===== config.mk =====
export PLATFORM = sky130hd
export DESIGN_NAME = fe_cfg_chain
export DESIGN_NICKNAME = d
export VERILOG_FILES = /design/src/rtl/fe_cfg_chain.sv
export SDC_FILE = /design/constraint.sdc
export NUM_CORES = 1
export LEC_CHECK = 0
export CORE_MARGIN = 4
export CORE_UTILIZATION = 40
export DETAILED_ROUTE_END_ITERATION = 7
export PLACE_DENSITY_LB_ADDON = 0.1
export REMOVE_ABC_BUFFERS = 1
export SYNTH_ARGS = -nofsm -noshare
export SYNTH_HDL_FRONTEND = slang
export SYNTH_SLANG_ARGS = --single-unit

===== constraint.sdc =====
create_clock -name clk -period 1.7 [get_ports clk]
set_input_delay 0.17 -clock clk [delete_from_list [all_inputs] [get_ports clk]]
set_output_delay 0.17 -clock clk [all_outputs]
set_load 0.05 [all_outputs]

===== src/rtl/fe_cfg_chain.sv =====
module fe_cfg_chain #(
  parameter int CHIP_BITS = 16,
  parameter int CHIPS     = 3,
  parameter int CLK_DIV   = 2,
  parameter int GPO_W     = 12,
  parameter int GPI_W     = 3,
  localparam int CHAIN_LEN = CHIPS * CHIP_BITS
) (
  input  logic                 clk,
  input  logic                 rst_n,
  input  logic                 start,
  input  logic                 down_cfg,
  input  logic [CHAIN_LEN-1:0] wr_data,
  output logic                 busy,
  output logic                 done,
  output logic [CHAIN_LEN-1:0] rd_data,
  output logic                 ch_out,
  output logic                 ch_down,
  output logic                 ch_clk,
  output logic                 ch_load,
  input  logic                 ch_in,
  input  logic                 gpo_we,
  input  logic [GPO_W-1:0]     gpo_wdata,
  output logic [GPO_W-1:0]     gpo,
  input  logic [GPI_W-1:0]     gpi,
  output logic [GPI_W-1:0]     gpi_q
);

  localparam int BIT_W = $clog2(CHAIN_LEN) + 1;
  localparam int DIV_W = $clog2(2 * CLK_DIV) + 1;
  localparam logic [DIV_W-1:0] PHASE_END = DIV_W'(CLK_DIV - 1);
  localparam logic [DIV_W-1:0] LOAD_END  = DIV_W'(2 * CLK_DIV - 1);
  localparam logic [BIT_W-1:0] LAST_BIT  = BIT_W'(CHAIN_LEN - 1);

  typedef enum logic [1:0] {S_IDLE, S_LO, S_HI, S_LOAD} state_t;

  state_t               st;
  logic [DIV_W-1:0]     div;
  logic [BIT_W-1:0]     bit_cnt;
  logic [CHAIN_LEN-1:0] sreg;
  logic [CHAIN_LEN-1:0] rbk;
  logic                 down_q;
  logic [GPI_W-1:0]     gpi_s1;

  assign busy    = (st != S_IDLE);
  assign ch_down = down_q;
  assign ch_out  = (st == S_LO || st == S_HI) ? sreg[0] : 1'b0;

  always_ff @(posedge clk or negedge rst_n) begin
    if (!rst_n) begin
      st      <= S_IDLE;
      div     <= '0;
      bit_cnt <= '0;
      sreg    <= '0;
      rbk     <= '0;
      rd_data <= '0;
      down_q  <= 1'b0;
      ch_clk  <= 1'b0;
      ch_load <= 1'b0;
      done    <= 1'b0;
    end else begin
      done <= 1'b0;
      div  <= div + 1'b1;
      case (st)
        S_IDLE: begin
          div <= '0;
          if (start) begin
            sreg    <= wr_data;
            down_q  <= down_cfg;
            bit_cnt <= '0;
            st      <= S_LO;
          end
        end
        S_LO: if (div == PHASE_END) begin
          div    <= '0;
          ch_clk <= 1'b1;
          rbk    <= {ch_in, rbk[CHAIN_LEN-1:1]};
          st     <= S_HI;
        end
        S_HI: if (div == PHASE_END) begin
          div    <= '0;
          ch_clk <= 1'b0;
          sreg   <= sreg >> 1;
          if (bit_cnt == LAST_BIT) begin
            ch_load <= 1'b1;
            st      <= S_LOAD;
          end else begin
            bit_cnt <= bit_cnt + 1'b1;
            st      <= S_LO;
          end
        end
        S_LOAD: if (div == LOAD_END) begin
          div     <= '0;
          ch_load <= 1'b0;
          down_q  <= 1'b0;
          done    <= 1'b1;
          rd_data <= rbk;
          st      <= S_IDLE;
        end
        default: st <= S_IDLE;
      endcase
    end
  end

  always_ff @(posedge clk or negedge rst_n) begin
    if (!rst_n) begin
      gpo    <= '0;
      gpi_s1 <= '0;
      gpi_q  <= '0;
    end else begin
      if (gpo_we) gpo <= gpo_wdata;
      gpi_s1 <= gpi;
      gpi_q  <= gpi_s1;
    end
  end

endmodule


==> impl_results.md, run 1 <==
- Status: completed
- Synth area leaders: dfrtp_1 (61%), mux2_2 (17%), mux2i_1 (6.4%)
- Number of routed nets with antenna violations: 0
- RR Endpoint: bit_cnt[5]
- Fraction of layout cells with a size suffix above 1: 30.2%
- Non-Filler Instances: 947
- Max-cap viol count: 0
- Worst-margin pin slew: 516 ps
- Reg2Reg Setup Slack: 20 ps
- Sequential area share after synthesis: 60.9%
- Slew Limit Headroom: 65.7%
- Drt wl/cell: 16.3 µm
- Largest net degree at the start of global routing: 96
- DRT iter0 DRCs: 189
- Flops & latches, synth: 178
- Final period demand of the worst path: 1700 ps
- Ys async rst share: 100%
- Top-area cell type share of the netlist area: 60.9%
- Diodes inserted: 0
- Final worst slack: 3.25 ps
- First-pass GRT wire length: 23500 µm
- Max H-tree Level: 4
- Final Setup Violations: 0
- Pwr dens: 878 mW/mm²
- Initial antenna violation count: 0
- Hold crit path type: primary input to flip-flop
- Die ar.: 0.0205 mm²
- CP endpoint kind: output port
- Vias in the first global route: 4681
- CTS Buffer Depth: 2
- TritonCTS Buffers: 17
- Hold Path Depth: 1
- Synth area leader: dfrtp_1
- R2r worst-path depth: 7
- Final nets: 785
- RSZ-0062 raised after global routing: yes
- EDFF count, synth: 0
- Netlist Area Pre-Place: 0.00732 mm²
- Die height: 143 µm
- Clk_lat worst skew: 420 ps
- Total gr overflow: 0
- IO Port Bufs: 137
- Worst r2r src: st[0]
- CP required: 1530 ps
- Die Wd: 143 µm
- Clk slew on worst S/H paths: 60 ps
- Final HPWL DP: 9850 µm
- Max-slew violations: 0
- Syn Area/Cell: 13.5 µm²
- Ports: 138
- # rows: 49
- Post-DR vias/cell: 4.90
- Clock Skew: 11.5 ps
- Layout area overhead: 34.3%
- Period utilisation layout: 99.8%
- WHS Endpoint: gpi_s1[2]
- Top_reg_cell synth: dfrtp_1
- Leak: 5.01 nW
- Cell variety after synth: 40
- VDD IR max: 0.627 mV
- Setup CP Type: flip-flop to output port
- RD Place Congestion: 0.769
- Clock Sinks: 178
- Post-Synthesis Cells: 544
- DR vias: 4643
- Synth Warn #: 0
- Worst setup SP type: flip-flop
- Clock Tree Root: clkbuf_16
- Overall Global Routing Usage: 14.3%
- Hold wc startpoint: gpi[2]
- Number of remaining DRC errors: 0
- Iteration count of the initial detailed-routing pass: 4
- Starting Density: 40.7%
- CTS tree: built
- Core area: 0.0180 mm²
- DP Cell Count: 904
- Achievable Freq: 589 MHz
- Final Hold Fails: 0
- CP Max Fanout: 4
- WP data arrival: 1530 ps
- Post-placement setup slack: -27.0 ps
- Routed wire length: 15400 µm
[worst max-delay path, stage by stage, from the launching register on]
cell     delay (ps)
dfrtp_1         380
inv_2            60
buf_6           130
ha_4            260
and2_4          150
buf_12          130
[cells by family (layout without fill, tap and decap cells)]
logic type                 after synthesis  after routing  synth area share, %
buffers and inverters                   38            212                 2.91
and+or+nand+nor                         89             89                 5.45
adders and majority gates               10             10                 1.71
AOI/OAI and AO/OA                       73             73                 5.90
DFF                                    178            178                 60.9
muxes                                  155            155                 23.0
xor gates and xnor gates                 1              1                0.120
[cells in the mapped netlist, types with 2 or more instances]
master    instances
a21oi_1           7
and2_1            2
and3_1            2
buf_2            17
buf_4             2
buf_6             5
clkbuf_2          3
dfrtp_1         178
ha_1             10
inv_1             9
mux2_2          108
mux2i_1          47
nand2_1          64
nand2b_1          2
nand3_1           7
nor2_1            3
nor2b_1           3
o211ai_1          2
o21ai_0          34
o21ai_1          19
[area by class of cell]
type,count,area (µm²)
Multi-Input combinational cell,328,2730
Timing Repair Buffer,171,1750
Tap cell,229,287
Inverter,10,37.5
Fill cell,1515,8140
Clock buffer,18,439
Clock inverter,13,128
Sequential cell,178,4450
[report_power, final]
group          total (mW)  switching, mW  internal, mW  leakage [nW]
sequential           4.38         0.0490          4.33          2.31
combinational       0.534          0.282         0.253          2.43
clock                3.72           1.65          2.07         0.269
[layer usage]
| layer | share of wire [%] | vias to the layer above | wire length (µm) | global-route usage [%] |
|---|---|---|---|---|
| li1 | - | 2214 | - | - |
| met1 | 45 | 2317 | 6860 | 18.7 |
| met2 | 49 | 107 | 7570 | 23.5 |
| met3 | 5.7 | 5 | 873 | 4.79 |
| met4 | 0.66 | 0 | 102 | 2.97 |
| met5 | 0 | - | 0 | 0 |
[how the worst max path moves through the flow]
stage / from / to / slack (ps)
global placement: st[0] / sreg[22] / 20
finish: st[1] / ch_out / 3
global route: st[0] / bit_cnt[5] / -50
CTS: st[0] / sreg[22] / -10
detailed placement: st[0] / sreg[22] / -30
floorplan: st[0] / sreg[0] / -2650
[sequential cells by signal, summed over array words and instances (netlist names)]
name and cells:
sreg 48, ch_load 1, gpo 12, gpi_s1 3
gpi_q 3, st 2, bit_cnt 7, ch_down 1
rd_data 48, rbk 48, done 1, ch_clk 1
div 3
[timing repair]
action,CTS,global route
setup endpoints to repair,80,114
pin swaps,3,3
cloned,0,6
setup buffers,1,4
hold buffers,1,0
endpoints found under the hold margin,45,0
gates resized for setup,56,21
[stage by stage]
step / hold WS [ps] / area [µm²] / utilization, % / setup TNS (ps) / power [mW]
2_1_floorplan: -126 / 7140 / - / -211780 / 4.65
3_3_place_gp: 142 / 9070 / 50.5 / 0 / 5.01
3_5_place_dp: 140 / 9070 / 50.5 / -102 / 5.03
4_1_cts: 179 / 9630 / 53.6 / -30.3 / 8.77
5_1_grt: 169 / 9830 / 54.7 / -201 / 9.00
6_report: 196 / 9830 / 54.7 / 0 / 8.63
[layout by cell type, fill, tap and decap left out, types with 2 or more instances in the layout]
cell type / n
o21ai_1: 29
a21oi_1: 7
dfrtp_1: 178
nand2_4: 2
ha_1: 4
buf_12: 9
nor2b_1: 3
buf_16: 2
nand2_1: 60
mux2_2: 108
mux2i_1: 47
buf_4: 36
inv_1: 7
ha_4: 2
nand2b_1: 2
nor2_1: 2
nand2_2: 2
clkinv_4: 5
inv_2: 3
clkdlybuf4s50_1: 67
ha_2: 4
clkinvlp_4: 3
o211ai_1: 2
nand3_1: 7
clkbuf_16: 21
buf_6: 4
o21ai_0: 24
inv_6: 3
dlygate4sd2_1: 48
Power figures use the tool's default switching activity.
==> run 2, diff against run 1 <==
--- a/config.mk
+++ b/config.mk
@@ -9,6 +9,7 @@
 export CORE_UTILIZATION = 40
 export DETAILED_ROUTE_END_ITERATION = 7
 export PLACE_DENSITY_LB_ADDON = 0.1
+export RECOVER_POWER = 50
 export REMOVE_ABC_BUFFERS = 1
 export SYNTH_ARGS = -nofsm -noshare
 export SYNTH_HDL_FRONTEND = slang
==> run 2 against run 1 <==
Against the previous run: power is essentially flat; routed wire length is essentially flat; die area is the same; hold slack gained 120 ps; final cell count is the same; register-to-register slack is essentially flat; non-clock buffer count is the same; critical path depth is the same; worst setup slack gained 0.78 ps; critical path type unchanged; critical endpoint unchanged.
==> impl_results.md, run 2 (synthesis results as in run 1) <==
- R2r worst-path depth: 7 (unchanged)
- Psw: 1.98 mW (about the same)
- VDD IR max: 0.627 mV (about the same)
- Overall Global Routing Usage: 14.3% (unchanged)
- Ports: 138 (unchanged)
- WP data arrival: 1530 ps (about the same)
- Clock Skew: 11.2 ps (was 11.5 ps)
- CP endpoint kind: output port (unchanged)
- Reg2Reg Setup Slack: 20 ps (about the same)
- TritonCTS Buffers: 17 (unchanged)
- # rows: 49 (unchanged)
- First-pass GRT wire length: 23500 µm (unchanged)
- Total gr overflow: 0 (unchanged)
- RD Place Congestion: 0.769 (unchanged)
- Share of power burned in registers: 50.7% (about the same)
- Max-slew violations: 0 (unchanged)
- # fillers: 1520 (was 1515)
- Final nets: 785 (unchanged)
- Switching Share: 23.0% (was 22.9%)
- CP Max Fanout: 4 (unchanged)
- Final HPWL DP: 9850 µm (unchanged)
- Routed wire length: 15400 µm (about the same)
- Gr busiest metal: met2 (unchanged)
- Drt wl/cell: 16.3 µm (about the same)
- Starting Density: 40.7% (unchanged)
- Non-Filler Instances: 947 (unchanged)
- Final Setup Violations: 0 (unchanged)
- Status: completed (unchanged)
- Clock Tree Root: clkbuf_16 (unchanged)
- Worst-margin pin slew: 1280 ps (was 516 ps)
- Iteration count of the initial detailed-routing pass: 4 (unchanged)
- Clk_lat worst skew: 420 ps (about the same)
- CTS Buffer Depth: 2 (unchanged)
- RR Endpoint: bit_cnt[5] (unchanged)
- Clk slew on worst S/H paths: 60 ps (about the same)
- Worst r2r src: st[0] (unchanged)
- Fraction of layout cells with a size suffix above 1: 29.9% (was 30.2%)
- Period utilisation layout: 99.8% (about the same)
- Hold crit path type: primary input to flip-flop (unchanged)
- Largest net degree at the start of global routing: 96 (unchanged)
- RSZ-0062 raised after global routing: yes (unchanged)
- GR Layer Usage met1: 18.7% (unchanged)
- Achievable Freq: 590 MHz (was 589 MHz)
- Die ar.: 0.0205 mm² (unchanged)
- Met3 usage: 4.79% (unchanged)
- Area post-placement: 0.00907 mm² (unchanged)
- Hold Path Depth: 1 (unchanged)
- WHS Endpoint: gpi_s1[2] (unchanged)
- Diodes inserted: 0 (unchanged)
- Max-cap viol count: 0 (unchanged)
- Combinational Power Share: 6.1% (was 6.2%)
- Clock power frac: 43.1% (about the same)
- Post-DR vias/cell: 4.90 (about the same)
- Slew Limit Headroom: 14.8% (was 65.7%)
- Core area: 0.0180 mm² (unchanged)
- P_int: 6.65 mW (about the same)
- Leak: 5.00 nW (was 5.01 nW)
- Clock Sinks: 178 (unchanged)
- Largest registers: rbk: 48 flops, rd_data: 48 flops, sreg: 48 flops (unchanged)
- Number of routed nets with antenna violations: 0 (unchanged)
- Hold wc startpoint: gpi[2] (unchanged)
- IO Port Bufs: 137 (unchanged)
- Final worst slack: 4.02 ps (was 3.25 ps)
- DRT iter0 DRCs: 170 (was 189)
- Global Route met2 Usage: 23.5% (unchanged)
- DR vias: 4645 (was 4643)
- Final Util: 54.6% (was 54.7%)
- Most frequent cells in the layout: dfrtp_1 (178), mux2_2 (108), clkdlybuf4s50_1 (63) (was dfrtp_1 (178), mux2_2 (108), clkdlybuf4s50_1 (67))
- Worst setup SP type: flip-flop (unchanged)
- DP Cell Count: 904 (unchanged)
- Initial antenna violation count: 0 (unchanged)
- Pwr dens: 879 mW/mm² (was 878 mW/mm²)
- Commonest non-fill, non-tap cell in the layout: dfrtp_1 (unchanged)
- Vias in the first global route: 4681 (unchanged)
- Final instance area: 0.00981 mm² (was 0.00983 mm²)
- Post-placement setup slack: -27.0 ps (unchanged)
- Layout area overhead: 34.1% (was 34.3%)
- CP required: 1530 ps (about the same)
- Max H-tree Level: 4 (unchanged)
- Final period demand of the worst path: 1700 ps (about the same)
- CTS tree: built (unchanged)
- Die height: 143 µm (unchanged)
- Number of remaining DRC errors: 0 (unchanged)
- Setup CP Type: flip-flop to output port (unchanged)
- Die Wd: 143 µm (unchanged)
- Final Hold Fails: 0 (unchanged)
run 2: worst max-delay path by stage:
stage,from,to,depth (start not counted)
6_report,st[1],ch_out,5
5_1_grt,st[0],bit_cnt[5],7
4_1_cts,st[0],sreg[22],7
3_5_place_dp,st[0],sreg[22],7
3_3_place_gp,st[0],sreg[22],7
2_1_floorplan,st[0],sreg[0],4
run 2: power groups by stage:
stage	Sequential, mW	Clock [mW]	Combinational (mW)
floorplan	4.56	0	0.0880
global placement	4.45	0	0.556
detailed placement	4.46	0	0.567
CTS	4.38	3.84	0.548
global route	4.39	4.03	0.578
finish	4.38	3.72	0.530
run 2: cell type report:
cell class / instances / area [µm²] / area share [%]
Clock inverter: 13 / 128 / 1.30
Clock buffer: 18 / 439 / 4.48
Inverter: 10 / 37.5 / 0.383
Multi-Input combinational cell: 328 / 2730 / 27.8
Timing Repair Buffer: 171 / 1740 / 17.7
Sequential cell: 178 / 4450 / 45.4
Tap cell: 229 / 287 / 2.92
run 2: per-stage QoR:
stage / TNS, ps / total power, mW / hold WS, ps
2_1_floorplan: -211780 / 4.65 / -126
3_3_place_gp: 0 / 5.01 / 142
3_5_place_dp: -102 / 5.03 / 140
4_1_cts: -30.3 / 8.77 / 179
5_1_grt: -201 / 8.99 / 284
6_report: 0 / 8.63 / 311
run 2: critical path, cell delays in order (launching register included):
cell	delay [ps]
dfrtp_1	380
inv_2	60
buf_6	130
ha_4	260
and2_4	150
buf_12	130
run 2: metal layers:
metal	part of all wire [%]	vias to the layer above
li1	-	2215
met1	44	2316
met2	49	109
met3	5.8	5
met4	0.66	0
met5	0	-
run 2: what timing repair did:
item / CTS / global route
endpoints found under the hold margin: 45 / 0
hold buffers: 1 / 0
buffers inserted: 1 / 4
gates cloned: 0 / 6
resized for setup: 56 / 21
pin swaps: 3 / 3
setup endpoints to repair: 80 / 114
==> run 3, diff against run 2 <==
--- a/config.mk
+++ b/config.mk
@@ -7,10 +7,13 @@
 export LEC_CHECK = 0
 export CORE_MARGIN = 4
 export CORE_UTILIZATION = 40
+export CTS_BUF_LIST = sky130_fd_sc_hd__clkbuf_8
 export DETAILED_ROUTE_END_ITERATION = 7
+export GPL_ROUTABILITY_DRIVEN = 0
 export PLACE_DENSITY_LB_ADDON = 0.1
 export RECOVER_POWER = 50
 export REMOVE_ABC_BUFFERS = 1
+export SETUP_SLACK_MARGIN = 0.02
 export SYNTH_ARGS = -nofsm -noshare
 export SYNTH_HDL_FRONTEND = slang
 export SYNTH_SLANG_ARGS = --single-unit
==> run 3 against run 2 <==
Against the previous run: the run now ends with negative setup slack left; via count increased by 6.2%; global-route usage increased by 2.1 points; routed wire length increased by 16%; hold slack got worse by 26 ps; worst setup slack got worse by 95 ps; sequential share of layout area decreased by 3.1 points; clock skew increased by 5.8 ps; core utilization increased by 4.0 points; sequential cell count unchanged; register-to-register slack got worse by 110 ps; critical path depth increased by 4.
==> impl_results.md, run 3 (synthesis results as in run 1) <==
- Status: finished, violations left (was completed)
- Failing checks: negative setup slack
- Final period demand of the worst path: 1790 ps (was 1700 ps)
- Worst r2r src: st[0] (unchanged)
- Clk_lat worst skew: 450 ps (was 420 ps)
- Clk slew on worst S/H paths: 100 ps (was 60 ps)
- Iteration count of the initial detailed-routing pass: 4 (unchanged)
- Max-cap viol count: 0 (unchanged)
- Starting Density: 40.7% (unchanged)
- Worst setup SP type: flip-flop (unchanged)
- Drt wl/cell: 18.4 µm (was 16.3 µm)
- IO Port Bufs: 137 (unchanged)
- Die height: 143 µm (unchanged)
- Hold crit path type: primary input to flip-flop (unchanged)
- TritonCTS Buffers: 17 (unchanged)
- Tot Pwr: 7.68 mW (was 8.63 mW)
- DR vias: 4934 (was 4645)
- Core area: 0.0180 mm² (unchanged)
- Hold wc startpoint: gpi[2] (unchanged)
- Largest net degree at the start of global routing: 49 (was 96)
- RR Endpoint: sreg[15] (was bit_cnt[5])
- Worst-margin pin slew: 1250 ps (was 1280 ps)
- Routed wire length: 17900 µm (was 15400 µm)
- CTS Buffer Depth: 2 (unchanged)
- Final nets: 814 (was 785)
- Period utilisation layout: 105% (was 99.8%)
- Final Hold Fails: 0 (unchanged)
- Slew Limit Headroom: 16.9% (was 14.8%)
- # rows: 49 (unchanged)
- Clock Sinks: 178 (unchanged)
- Setup CP Type: flip-flop to flip-flop (was flip-flop to output port)
- Overall Global Routing Usage: 16.4% (was 14.3%)
- CP Max Fanout: 6 (was 4)
- Max H-tree Level: 4 (unchanged)
- # fillers: 1452 (was 1520)
- CTS tree: built (unchanged)
- Area post-placement: 0.00907 mm² (unchanged)
- Total gr overflow: 0 (unchanged)
- Clock Skew: 16.9 ps (was 11.2 ps)
- Most frequent cells in the layout: dfrtp_1 (178), mux2_2 (108), clkdlybuf4s50_1 (63) (unchanged)
- Diodes inserted: 0 (unchanged)
- Post-DR vias/cell: 5.06 (was 4.90)
- Final HPWL DP: 9850 µm (unchanged)
- RSZ-0062 raised after global routing: yes (unchanged)
- Die Wd: 143 µm (unchanged)
- Number of remaining DRC errors: 0 (unchanged)
- Max-slew violations: 0 (unchanged)
- First-pass GRT wire length: 26400 µm (was 23500 µm)
- Final worst slack: -90.9 ps (was 4.02 ps)
- CP endpoint kind: flip-flop (was output port)
- DRT iter0 DRCs: 181 (was 170)
- Number of routed nets with antenna violations: 0 (unchanged)
- Clock Tree Root: clkbuf_8 (was clkbuf_16)
- Hold Path Depth: 1 (unchanged)
- Final instance area: 0.0105 mm² (was 0.00981 mm²)
- Ports: 138 (unchanged)
- Fraction of layout cells with a size suffix above 1: 41.9% (was 29.9%)
- Pwr dens: 729 mW/mm² (was 879 mW/mm²)
- Initial antenna violation count: 0 (unchanged)
- Die ar.: 0.0205 mm² (unchanged)
- Layout area overhead: 44.0% (was 34.1%)
- Commonest non-fill, non-tap cell in the layout: dfrtp_1 (unchanged)
- R2r worst-path depth: 9 (was 7)
- Leak: 5.45 nW (was 5.00 nW)
- VDD IR max: 0.444 mV (was 0.627 mV)
- Vias in the first global route: 5037 (was 4681)
- CP required: 2050 ps (was 1530 ps)
- Achievable Freq: 558 MHz (was 590 MHz)
- WHS Endpoint: gpi_s1[2] (unchanged)
- Reg2Reg Setup Slack: -90 ps (was 20 ps)
- Final Setup Violations: 101 (was 0)
- Largest registers: rbk: 48 flops, rd_data: 48 flops, sreg: 48 flops (unchanged)
- WP data arrival: 2140 ps (was 1530 ps)
## run 3: layout make-up
| class | count | area, µm² | area share, % |
|---|---|---|---|
| Sequential cell | 178 | 4450 | 42.3 |
| Clock inverter | 13 | 128 | 1.21 |
| Clock buffer | 18 | 248 | 2.35 |
| Multi-Input combinational cell | 330 | 3110 | 29.5 |
| Inverter | 10 | 40.0 | 0.380 |
| Timing Repair Buffer | 198 | 2270 | 21.6 |
| Tap cell | 229 | 287 | 2.72 |
## run 3: worst max-delay path, stage by stage, from the launching register on
cell	delay [ps]
dfrtp_1	380
inv_2	90
ha_4	180
and2b_4	180
buf_6	110
a211o_4	310
buf_8	160
clkbuf_16	170
nand2_2	50
o21ai_1	50
## run 3: timing repair
action | CTS | global route
hold buffers | 1 | 0
buffers inserted | 6 | 13
pin swaps | 15 | 48
endpoints found under the hold margin | 45 | 0
endpoints found under the setup margin | 131 | 145
gates resized for setup | 97 | 116
cloned | 11 | 12
## run 3: how the worst max path moves through the flow
stage               start    endpoint  depth (start not counted)
detailed placement  st[0]    sreg[22]                          7
global placement    st[0]    sreg[22]                          7
floorplan           st[0]     sreg[0]                          4
CTS                 st[1]      ch_out                          5
finish              st[0]    sreg[15]                          9
global route        st[1]  bit_cnt[5]                          8
## run 3: routing by layer
layer,vias to the layer above,global-route usage (%),share of wire [%]
met4,0,3.52,0.94
met2,107,26.8,49
met3,10,5.09,5.9
met5,-,0,0
met1,2526,21.8,45
li1,2291,-,-
## run 3: per-stage QoR
step           setup TNS [ps]  setup WS [ps]  std cells  hold WS (ps)  utilization (%)
2_1_floorplan         -211780          -2650        516          -126                -
3_3_place_gp                0           18.2        904           142             50.5
3_5_place_dp             -102          -27.0        904           140             50.5
4_1_cts                 -1090           -124        953           134             54.8
5_1_grt                 -8850           -162        976           234             58.7
6_report                -5130          -90.9        976           285             58.7
## run 3: power by group
| group | total, mW | internal, mW | switching, mW |
|---|---|---|---|
| sequential | 4.38 | 4.32 | 0.0607 |
| combinational | 0.539 | 0.251 | 0.289 |
| clock | 2.76 | 1.21 | 1.55 |
| total | 7.68 | 5.79 | 1.90 |
